### src/rtl/bcu_pkg.sv
package bcu_pkg;
  localparam int SEL_EN_BIT     = 5;
  localparam int RESEL_EN_BIT   = 6;
  localparam int STAT_SEL_BIT   = 5;
  localparam int STAT_RESEL_BIT = 4;

  typedef enum logic {
    ROLE_INIT = 1'b0,
    ROLE_TGT  = 1'b1
  } role_e;

  typedef struct packed {
    logic sel;
    logic resel;
  } evt_t;
endpackage

### src/rtl/bcu_cfg_regs.sv
module bcu_cfg_regs
  import bcu_pkg::*;
#(
  parameter int REG_W = 8
) (
  input  logic             clk,
  input  logic             rst,
  input  logic             cfg_we,
  input  logic [REG_W-1:0] cfg_wdata,
  input  logic             ien_we,
  input  logic [REG_W-1:0] ien_wdata,
  output evt_t             resp_en,
  output evt_t             int_en
);
  always_ff @(posedge clk) begin
    if (rst) begin
      resp_en <= '0;
      int_en  <= '0;
    end else begin
      if (cfg_we) begin
        resp_en.sel   <= cfg_wdata[SEL_EN_BIT];
        resp_en.resel <= cfg_wdata[RESEL_EN_BIT];
      end
      if (ien_we) begin
        int_en.sel   <= ien_wdata[STAT_SEL_BIT];
        int_en.resel <= ien_wdata[STAT_RESEL_BIT];
      end
    end
  end
endmodule

### src/rtl/bcu_event_arb.sv
module bcu_event_arb
  import bcu_pkg::*;
(
  input  logic mon_sel,
  input  logic mon_resel,
  input  evt_t resp_en,
  input  logic busy,
  input  logic attempt_done,
  output evt_t accepted,
  output logic collide,
  output logic finish
);
  always_comb begin
    accepted.sel   = mon_sel & resp_en.sel;
    accepted.resel = mon_resel & resp_en.resel;
    collide        = busy & (accepted.sel | accepted.resel);
    finish         = busy & attempt_done & ~collide;
  end
endmodule

### src/rtl/bcu_status.sv
module bcu_status
  import bcu_pkg::*;
#(
  parameter int REG_W = 8
) (
  input  logic             clk,
  input  logic             rst,
  input  evt_t             accepted,
  input  logic             stat_rd,
  input  evt_t             int_en,
  output logic [REG_W-1:0] stat_q,
  output logic             irq
);
  evt_t flags;

  always_ff @(posedge clk) begin
    if (rst) begin
      flags <= '0;
    end else begin
      flags.sel   <= accepted.sel   | (flags.sel   & ~stat_rd);
      flags.resel <= accepted.resel | (flags.resel & ~stat_rd);
    end
  end

  always_comb begin
    for (int i = 0; i < REG_W; i++) begin
      stat_q[i] = 1'b0;
    end
    stat_q[STAT_SEL_BIT]   = flags.sel;
    stat_q[STAT_RESEL_BIT] = flags.resel;
  end

  assign irq = (flags.sel & int_en.sel) | (flags.resel & int_en.resel);

  AST_FLAG_STICKY_SEL: assert property (@(posedge clk) disable iff (rst)
    (flags.sel && !stat_rd) |=> flags.sel);
  AST_FLAG_STICKY_RESEL: assert property (@(posedge clk) disable iff (rst)
    (flags.resel && !stat_rd) |=> flags.resel);
  AST_FLAG_NEEDS_EVENT: assert property (@(posedge clk) disable iff (rst)
    (!flags.sel && !accepted.sel) |=> !flags.sel);
endmodule

### src/rtl/bcu_role.sv
module bcu_role
  import bcu_pkg::*;
(
  input  logic  clk,
  input  logic  rst,
  input  evt_t  accepted,
  input  logic  set_init,
  input  logic  set_tgt,
  output role_e role,
  output logic  role_ok
);
  always_ff @(posedge clk) begin
    if (rst) begin
      role    <= ROLE_INIT;
      role_ok <= 1'b1;
    end else if (accepted.sel) begin
      role    <= ROLE_TGT;
      role_ok <= 1'b0;
    end else if (accepted.resel) begin
      role    <= ROLE_INIT;
      role_ok <= 1'b0;
    end else if (set_tgt) begin
      role    <= ROLE_TGT;
      role_ok <= 1'b1;
    end else if (set_init) begin
      role    <= ROLE_INIT;
      role_ok <= 1'b1;
    end
  end

  AST_ROLE_AFTER_SEL: assert property (@(posedge clk) disable iff (rst)
    accepted.sel |=> (role == ROLE_TGT) && !role_ok);
endmodule

### src/rtl/bus_collide_unit.sv
module bus_collide_unit
  import bcu_pkg::*;
#(
  parameter int ADDR_W = 16,
  parameter int REG_W  = 8
) (
  input  logic              clk,
  input  logic              rst,
  input  logic              cfg_we,
  input  logic [REG_W-1:0]  cfg_wdata,
  input  logic              ien_we,
  input  logic [REG_W-1:0]  ien_wdata,
  input  logic              set_init,
  input  logic              set_tgt,
  input  logic              start_req,
  input  logic [ADDR_W-1:0] start_alt,
  input  logic              attempt_done,
  input  logic              mon_sel,
  input  logic              mon_resel,
  input  logic              stat_rd,
  output logic [REG_W-1:0]  stat_q,
  output logic              irq,
  output logic              role_tgt,
  output logic              role_ok,
  output logic              busy,
  output logic              alt_jump,
  output logic [ADDR_W-1:0] alt_addr,
  output logic              done_pulse
);
  evt_t  resp_en;
  evt_t  int_en;
  evt_t  accepted;
  logic  collide;
  logic  finish;
  role_e role;
  logic  start_ok;

  bcu_cfg_regs #(.REG_W(REG_W)) u_cfg (
    .clk(clk), .rst(rst),
    .cfg_we(cfg_we), .cfg_wdata(cfg_wdata),
    .ien_we(ien_we), .ien_wdata(ien_wdata),
    .resp_en(resp_en), .int_en(int_en)
  );

  bcu_event_arb u_arb (
    .mon_sel(mon_sel), .mon_resel(mon_resel), .resp_en(resp_en),
    .busy(busy), .attempt_done(attempt_done),
    .accepted(accepted), .collide(collide), .finish(finish)
  );

  bcu_status #(.REG_W(REG_W)) u_stat (
    .clk(clk), .rst(rst), .accepted(accepted), .stat_rd(stat_rd),
    .int_en(int_en), .stat_q(stat_q), .irq(irq)
  );

  bcu_role u_role (
    .clk(clk), .rst(rst), .accepted(accepted),
    .set_init(set_init), .set_tgt(set_tgt),
    .role(role), .role_ok(role_ok)
  );

  assign role_tgt = (role == ROLE_TGT);
  assign start_ok = start_req & ~busy & role_ok & ~(accepted.sel | accepted.resel);

  always_ff @(posedge clk) begin
    if (rst) begin
      busy       <= 1'b0;
      alt_jump   <= 1'b0;
      done_pulse <= 1'b0;
      alt_addr   <= '0;
    end else begin
      alt_jump   <= collide;
      done_pulse <= finish;
      if (collide || finish) begin
        busy <= 1'b0;
      end else if (start_ok) begin
        busy     <= 1'b1;
        alt_addr <= start_alt;
      end
    end
  end

  AST_JUMP_SINGLE: assert property (@(posedge clk) disable iff (rst)
    alt_jump |=> !alt_jump);
  AST_JUMP_ENDS_BUSY: assert property (@(posedge clk) disable iff (rst)
    alt_jump |-> !busy);
  AST_JUMP_NOT_DONE: assert property (@(posedge clk) disable iff (rst)
    !(alt_jump && done_pulse));
  AST_ADDR_HELD: assert property (@(posedge clk) disable iff (rst)
    busy |=> $stable(alt_addr));
  AST_LOCKED_IDLE: assert property (@(posedge clk) disable iff (rst)
    !role_ok |-> !busy);
  AST_DONE_CLEARS: assert property (@(posedge clk) disable iff (rst)
    done_pulse |-> !busy && !alt_jump);
endmodule

### config.mk
export PLATFORM = sky130hd
export DESIGN_NAME = bus_collide_unit
export DESIGN_NICKNAME = d
export VERILOG_FILES = /design/src/rtl/bcu_pkg.sv /design/src/rtl/bcu_cfg_regs.sv /design/src/rtl/bcu_event_arb.sv /design/src/rtl/bcu_status.sv /design/src/rtl/bcu_role.sv /design/src/rtl/bus_collide_unit.sv
export SDC_FILE = /design/constraint.sdc
export NUM_CORES = 1
export LEC_CHECK = 0
export ABC_AREA = 1
export CORE_AREA = 10 10 73 63
export DETAILED_ROUTE_END_ITERATION = 6
export DIE_AREA = 0 0 83 73
export PLACE_DENSITY = 0.78
export RECOVER_POWER = 25
export SYNTH_ARGS = -nofsm -noshare
export SYNTH_HDL_FRONTEND = slang
export SYNTH_SLANG_ARGS = --single-unit
### constraint.sdc
create_clock -name clk -period 1.9 [get_ports clk]
set_clock_uncertainty 0.05 [all_clocks]
set_input_delay 0.38 -clock clk [delete_from_list [all_inputs] [get_ports clk]]
set_output_delay 0.38 -clock clk [all_outputs]
set_load 0.05 [all_outputs]
==> metrics list, run 1 <==
* Final estimated routing congestion in global placement: 0.7148
* Final antenna-violating net count: 0
- For the worst setup path, the data required time is 2.02 ns.
* Max-Cap Viols: 0
- Entering global routing, the biggest net connects 23 pins.
* First-pass GRT wire length: 4.836 mm
- For this run, the top clock speed supported by timing is 0.6510 GHz.
- Unrepaired setup endpoints after global routing: no
- Clock root buffer master: sky130_fd_sc_hd__clkbuf_8
- For this configuration, the core starts out at a cell density of 36.57%.
- Share of the synthesized area in compound gates (AO/OA/AOI/OAI): 4.974%
- Number of distinct standard cells referenced by the synthesized netlist: 19
* Area delta synth->final: 41.48%
- Critical-path top delay cell: sky130_fd_sc_hd__clkdlybuf4s50_1
* Post-synthesis share of cell area spent on and, or, nand and nor gates: 34.18%
* Detailed placer's ending HPWL: 2.394 mm
* Post-Syn Instances: 160
- In this run, placement finished with an instance count of 251.
- No sink is reached through more buffers than the 2 on the longest clock path.
- The detailed router placed 1098 vias in this run.
- Post-cts resize count: 0
- CP Data Arrival Time: 1.65 ns
- For this run, the slowest stage of the critical path takes 0.42 ns.
- Layout filler cell count: 354
- From bottom edge to top edge, the die measures 73 um.
- The post-route netlist has 14.08% of its cells at a drive strength greater than 1.
* Initial antenna violation count: 0
- Avg Cell Area, Syn: 7.390 um2
- Post-synthesis share of cell area spent on full adders, half adders and majority gates: 0%
- In this run the count of I/O pins placed on the die edge is 73.
* Remaining global-route overflow: 0
- The final hold violation count is 0.
* Diodes inserted: 0
- Buffers added to address setup during post-CTS repair amount to 0.
- The number of global-route vias before repair came to 1058.
- Along the worst path, the maximum fanout reaches 18.
* Core region area: 3233 um2
- Period utilisation layout: 80.84%
- Walking the worst path, the cells encountered are clkdlybuf4s50_1 > nand2_2 > nand2_4 > inv_1 > nand3_1 > nand2_1 > nor2_1.
- Transition at the pin with the smallest max-transition slack: 0.6312 ns
- Status: complete, no violations
- Standard-cell rows: 19
* Static leakage: 0.0008087 uW
- After the first detailed-routing iteration, the DRC count stood at 35.
- DIE AREA: 6059 um2
- Routed via count divided by cell count: 4.306
- DR WL/cell: 11.79 um
* H-tree Lvls: 1
- For this design the ratio of total power to cell area is 846.6 nW/um2.
* Width of the chip: 83 um
* Total clock sinks: 27
* Number of buffers created by CTS: 3
- Summed over all failing endpoints, the final setup total negative slack is 0 ns.
* Max-slew violation total from the final report: 0
* I/O Buffers: 54
- VDD sags by at most 0.3888 mV.
- After synthesis, the largest family of logic cells by area is simple AND/OR/NAND/NOR gates.
- Remaining design rule violation count: 0
* Xor-xnor portion of the synthesized cell area: 0%
- In this run, post-CTS hold repair placed 0 buffers.
* CTS tree: done
* Multiplexer share of the synthesized area: 0%
- For this run, the post-layout net count is 257.
* Kind of path behind the tightest hold check: flip-flop to flip-flop
- CP endpoint kind: flip-flop
- For this run, the number of Yosys warnings is 0.
- Worst rel slew slack: 58.10%
- Wires add up to 3.006 mm.
* Critical path start-end classification: input pin to flip-flop
- Clock slew seen by the registers of the worst setup and hold paths: 0.09 ns
* Startpoint Class: input pin
* Final std cells w/o fill: 255
- Setup violations remaining at the end of the flow were counted as 0.
* Tmin final: 1.536 ns
* Global-route usage over all layers: 9.453%
- The pre-antenna-repair detailed-routing pass consisted of 4 iterations.
* #FFs+latches synth: 27
- After synthesis, flip-flops and latches occupy 45.71% of the total area.
* Clock network latency to the later pin of the worst-skew pair: 0.26 ns
* Post-synth design cell area: 1182 um2
cells in the mapped netlist:
library cell / number / share of area (%)
sky130_fd_sc_hd__a21oi_1: 4 / 1.7
sky130_fd_sc_hd__a22o_1: 1 / 0.74
sky130_fd_sc_hd__buf_2: 2 / 0.85
sky130_fd_sc_hd__buf_4: 6 / 3.8
sky130_fd_sc_hd__buf_6: 3 / 2.9
sky130_fd_sc_hd__conb_1: 1 / 0.32
sky130_fd_sc_hd__dfxtp_1: 27 / 46
sky130_fd_sc_hd__inv_1: 21 / 6.7
sky130_fd_sc_hd__inv_2: 2 / 0.64
sky130_fd_sc_hd__nand2_1: 19 / 6.0
sky130_fd_sc_hd__nand2_2: 3 / 1.6
sky130_fd_sc_hd__nand2_4: 1 / 0.95
sky130_fd_sc_hd__nand3_1: 17 / 7.2
sky130_fd_sc_hd__nand3_4: 1 / 1.5
sky130_fd_sc_hd__nor2_1: 41 / 13
sky130_fd_sc_hd__nor2_4: 1 / 0.95
sky130_fd_sc_hd__nor2_8: 1 / 1.7
sky130_fd_sc_hd__nor3_1: 3 / 1.3
sky130_fd_sc_hd__o21ai_0: 6 / 2.5
metrics by stage:
step / hold slack (ns) / area, um2 / power (uW) / utilization (%) / worst slack (ns)
after floorplan: 0.3991 / 1201 / 989.5 / - / 0.3161
after global placement: 0.4156 / 1653 / 1128 / 51.12 / 0.1788
after global routing: 0.4676 / 1673 / 1508 / 51.74 / 0.2195
after detailed placement: 0.4257 / 1653 / 1135 / 51.12 / 0.1548
after CTS: 0.4409 / 1699 / 1446 / 52.55 / 0.4388
final: 0.4368 / 1673 / 1416 / 51.74 / 0.3640
layout by cell type (no fill, tap or decap):
cell type / n
sky130_fd_sc_hd__inv_2: 1
sky130_fd_sc_hd__nor2_1: 41
sky130_fd_sc_hd__clkbuf_8: 3
sky130_fd_sc_hd__nand3_4: 1
sky130_fd_sc_hd__nand2_1: 19
sky130_fd_sc_hd__nand2_4: 1
sky130_fd_sc_hd__clkinv_2: 1
sky130_fd_sc_hd__clkbuf_1: 7
sky130_fd_sc_hd__inv_1: 22
sky130_fd_sc_hd__a22o_1: 1
sky130_fd_sc_hd__dlygate4sd3_1: 2
sky130_fd_sc_hd__dfxtp_1: 27
sky130_fd_sc_hd__conb_1: 6
sky130_fd_sc_hd__nor2_4: 1
sky130_fd_sc_hd__a21oi_1: 4
sky130_fd_sc_hd__buf_4: 18
sky130_fd_sc_hd__nand2_2: 3
sky130_fd_sc_hd__o21ai_0: 6
sky130_fd_sc_hd__nor2_8: 1
sky130_fd_sc_hd__clkdlybuf4s50_1: 28
sky130_fd_sc_hd__nor3_1: 3
sky130_fd_sc_hd__nand3_1: 17
registers in the layout, summed over array words and instances, names as in the netlist:
signal and flops:
u_role.role 1, busy 1, alt_addr 16, u_role.role_ok 1, u_cfg.int_en 2, u_cfg.resp_en 2, u_stat.stat_q 2, done_pulse 1
alt_jump 1
critical path: cells and delay by family:
kind,cells,cell delay [ns]
buffers and inverters,2,0.81
AND/OR/NAND/NOR,5,0.47
where the power goes:
group          switching (uW)  internal [uW]  leakage, uW
clock                     167            146    0.0000255
sequential               28.4            616     0.000223
combinational             306            152     0.000560
total                     502            914     0.000809
final timing paths:
check                                       from           end  slack, ns  cells after the start
worst min register to register       alt_addr[9]   alt_addr[9]       0.44                      2
worst min-delay path                 alt_addr[9]   alt_addr[9]       0.44                      2
worst max-delay path                     mon_sel  alt_addr[15]       0.36                      7
worst max register to register  u_cfg.resp_en[0]  alt_addr[15]       0.59                      6
layer usage:
layer / vias up / share of wire, % / track usage [%]
met5: - / 0 / 0
met4: 0 / 0.27 / 0.5660
met3: 2 / 7.8 / 4.911
met2: 40 / 52 / 17.38
met1: 474 / 40 / 9.873
li1: 582 / - / -
cell families (layout without fill, tap and decap cells):
group                  Yosys count  after routing
AND/OR/NAND/NOR                 87             87
buffers and inverters           34             82
flip-flops                      27             27
AO/OA/AOI/OAI                   11             11
other                            1              6
area by class of cell:
type,count,area (um2),share of cell area (%)
clock buffer,3,41.29,2.468
inverter,23,86.33,5.161
clock inverter,1,5.005,0.2992
multi-input combinational,104,485.5,29.02
timing repair buffer,55,461.7,27.60
sequential,27,540.5,32.31
tap,42,52.55,3.141
Note: power is estimated with default switching activity, not from simulation.
==> run 2: changes to the inputs <==
--- a/config.mk
+++ b/config.mk
@@ -6,10 +6,10 @@
 export NUM_CORES = 1
 export LEC_CHECK = 0
 export ABC_AREA = 1
-export CORE_AREA = 10 10 73 63
+export CORE_AREA = 10 10 78 67
 export DETAILED_ROUTE_END_ITERATION = 6
-export DIE_AREA = 0 0 83 73
-export PLACE_DENSITY = 0.78
+export DIE_AREA = 0 0 88 77
+export PLACE_DENSITY = 0.71
 export RECOVER_POWER = 25
 export SYNTH_ARGS = -nofsm -noshare
 export SYNTH_HDL_FRONTEND = slang
==> constraint.sdc (replaced) <==
create_clock -name clk -period 1.4 [get_ports clk]
set_clock_uncertainty 0.05 [all_clocks]
set_input_delay 0.28 -clock clk [delete_from_list [all_inputs] [get_ports clk]]
set_output_delay 0.28 -clock clk [all_outputs]
set_load 0.05 [all_outputs]
==> metrics list, run 2 (synthesis gave the netlist of run 1 again) <==
* Met1 layer usage reported by global route: 10.48% (was 9.873%)
- The count of TritonRoute iterations in the first routing pass was 5 (was 4).
- The maximum number of pins on one net before global-route repair came to 19 (was 23).
* I/O Buffers: 54 (unchanged)
- Area of all sequential standard cells: 546.8 um2 (was 540.5 um2)
* Critical path start-end classification: flip-flop to primary output (was input pin to flip-flop)
* Total clock sinks: 27 (unchanged)
* Static leakage: 0.0009479 uW (was 0.0008087 uW)
- Detailed placer's ending HPWL: 2.546 mm (was 2.394 mm)
- The count of fill cells added during filler insertion is 335 (was 354).
- The full die area is 6776 um2 (was 6059 um2).
* R2R cell count: 6 (unchanged)
- The cell area after placement came to 2016 um2 (was 1653 um2).
* Period utilisation layout: 97.32%
* Width of the chip: 88 um (was 83 um)
* Footprint of the multi-input gates: 489.2 um2 (was 485.5 um2)
- Status: complete, no violations (unchanged).
- Number of buffers created by CTS: 3 (unchanged)
- The family of cells with the greatest summed delay on the critical path is flip-flops (was buffers and inverters).
* Global routing usage on met2: 13.95% (was 17.38%)
* Cell Pwr Density: 1052 nW/um2 (was 846.6 nW/um2)
- Final core utilization: 55.44% (was 51.74%)
- Most used cells in the layout excluding fill and tap cells: 41 x sky130_fd_sc_hd__nor2_1, 29 x sky130_fd_sc_hd__clkdlybuf4s50_1, 24 x sky130_fd_sc_hd__dfxtp_1 (was 41 x sky130_fd_sc_hd__nor2_1, 28 x sky130_fd_sc_hd__clkdlybuf4s50_1, 27 x sky130_fd_sc_hd__dfxtp_1).
- The top-level I/O count was 73 (unchanged).
* Diodes inserted: 0 (unchanged)
- The register-to-register path setup slack is 0.23 ns (was 0.59 ns).
- The overall routing resource usage was 9.376% (was 9.453%).
- Proportion of layout cells with a drive suffix above 1: 20.45% (was 14.08%)
* Final estimated routing congestion in global placement: 0.7337 (was 0.7148)
- Worst-case hold path end point: u_stat.stat_q[5] (was alt_addr[9])
- The register with the most flip-flops is alt_addr (unchanged).
* H-tree Lvls: 1 (unchanged)
- First-pass GRT wire length: 5.216 mm (was 4.836 mm)
- Number of placed cells counting well taps: 259 (was 251)
* Vertical die dimension: 77 um (was 73 um)
* Via count of the first global-routing pass: 1114 (was 1058)
- The starting density of the core came to 32.14% (was 36.57%).
* Remaining global-route overflow: 0 (unchanged)
- Clock root buffer master: sky130_fd_sc_hd__clkbuf_8 (unchanged)
* Clock slew seen by the registers of the worst setup and hold paths: 0.09 ns (about the same)
* Number of buffers between clock root and the deepest sink: 2 (unchanged)
* Initial antenna violation count: 0 (unchanged)
- Tmin final: 1.362 ns
* Max-slew violation total from the final report: 0 (unchanged)
- Hold Crit Depth: 2 (unchanged)
- Remaining design rule violation count: 0 (unchanged)
- The site row count was 20 (was 19).
* DR WL/cell: 12.05 um (was 11.79 um)
- The destination of the worst register-to-register timing path is alt_addr[7] (was alt_addr[15]).
- The hold-fix buffer count after cts came to 0 (unchanged).
* Final std cells w/o fill: 264 (was 255)
* Fin. Hold Viols: 0 (unchanged)
- Most frequent standard cell in the layout excluding fill and tap cells: sky130_fd_sc_hd__nor2_1 (unchanged)
- The final setup violation count is 0 (unchanged).
- Maximum clock frequency: 0.7340 GHz
- The arrival time reported for the critical path endpoint was 1.03 ns (was 1.65 ns).
- The worst-path maximum fanout is 3 (was 18).
- The layout-stage area growth over the synthesis result was 72.49% (was 41.48%).
- Worst path bufs/invs: 1 (was 2)
* Critical Path RT: 1.07 ns (was 2.02 ns)
- The met3 track utilization from global routing came to 7.286% (was 4.911%).
* Series of cell instances along the critical path: a22o_4 > buf_12 (was clkdlybuf4s50_1 > nand2_2 > nand2_4 > inv_1 > nand3_1 > nand2_1 > nor2_1)
* Max-Cap Viols: 0 (unchanged)
* DR vias: 1111 (was 1098)
- Largest register FFs: 16 (unchanged)
- The critical hold path startpoint was u_stat.stat_q[5] (was alt_addr[9]).
- Startpoint Class: flip-flop (was input pin)
- Kind of path behind the tightest hold check: flip-flop to flip-flop (unchanged)
- The number of vias per cell after detailed routing was 4.208 (was 4.306).
- The element type at the critical path end is a primary output (was flip-flop).
- Final #Nets: 264 (was 257)
- Critical-path top delay cell: sky130_fd_sc_hd__dfxtp_4 (was sky130_fd_sc_hd__clkdlybuf4s50_1)
- Most used routing layer: met2 (unchanged)
- The overall power consumption was 2146 uW (was 1416 uW).
* Critical path's largest stage delay: 0.36 ns (was 0.42 ns)
* Drt total wl: 3.182 mm (was 3.006 mm)
- The clock network latency to the later pin of the worst-skew pair is 0.27 ns (was 0.26 ns).
* Initial DRC Count: 61 (was 35)
* Fin area: 2039 um2 (was 1673 um2)
- The TritonCTS clock tree is done (unchanged).
- The maximum vdd drop is 0.5889 mV (was 0.3888 mV).
- FF-to-FF Start: u_cfg.resp_en[0] (unchanged)
- Hold_ws: 0.4544 ns (was 0.4368 ns)
* Final antenna-violating net count: 0 (unchanged)
- The standard cell core area is 3679 um2 (was 3233 um2).
-- run 2: cell types whose count changed in the layout (fill, tap and decap cells not counted), moves of 2 or more --
cell                       change
sky130_fd_sc_hd__nand2_2       -2
sky130_fd_sc_hd__nand2_1       +2
sky130_fd_sc_hd__buf_12       +23
sky130_fd_sc_hd__clkbuf_2      +3
sky130_fd_sc_hd__clkbuf_1      -5
sky130_fd_sc_hd__buf_4        -14
sky130_fd_sc_hd__dfxtp_2       +2
sky130_fd_sc_hd__dfxtp_1       -3
-- run 2: report_power, final --
part / switching, uW / total [uW] / internal, uW
Combinational: 426 / 808 / 382
Sequential: 68.7 / 905 / 836
Clock: 230 / 433 / 204
Total: 724 / 2150 / 1420
-- run 2: how the worst max path moves through the flow --
stage / startpoint / slack, ns / cells past startpoint / end
2_1_floorplan: busy / 0.009 / 6 / alt_addr[10]
3_3_place_gp: mon_sel / -0.12 / 7 / alt_addr[6]
3_5_place_dp: mon_resel / -0.16 / 7 / alt_addr[7]
4_1_cts: u_stat.stat_q[5] / 0.005 / 2 / irq
5_1_grt: u_stat.stat_q[5] / -0.004 / 2 / irq
6_report: u_stat.stat_q[5] / 0.04 / 2 / irq
-- run 2: final cells by class --
cell class,instances,area share [%]
Clock buffer,4,2.209
Multi-Input combinational cell,104,23.99
Tap cell,44,2.699
Sequential cell,27,26.81
Inverter,23,4.233
Timing Repair Buffer,62,40.06
-- run 2: repair_timing --
item	in CTS	in global routing
resized for setup	1	3
setup buffers	0	1
endpoints found under the setup margin	1	1
-- run 2: metal layers --
metal / vias up / share of wire [%]
li1: 594 / -
met1: 469 / 41
met2: 46 / 43
met3: 2 / 15
met4: 0 / 0.25
met5: - / 0
-- run 2: worst register-to-register path, cell delays in order, from the launching register on --
cell and delay [ns]:
sky130_fd_sc_hd__dfxtp_1 0.32, sky130_fd_sc_hd__nand2_1 0.12, sky130_fd_sc_hd__nand2_4 0.09, sky130_fd_sc_hd__inv_2 0.25, sky130_fd_sc_hd__nand3_1 0.13, sky130_fd_sc_hd__nand2_1 0.08, sky130_fd_sc_hd__nor2_1 0.04
-- run 2: stage by stage --
| step | TNS [ns] | setup WS, ns |
|---|---|---|
| 4_1_cts | 0 | 0.005091 |
| 2_1_floorplan | 0 | 0.009498 |
| 6_report | 0 | 0.03756 |
| 3_5_place_dp | -2.354 | -0.1570 |
| 3_3_place_gp | -1.837 | -0.1175 |
| 5_1_grt | -0.003545 | -0.003545 |
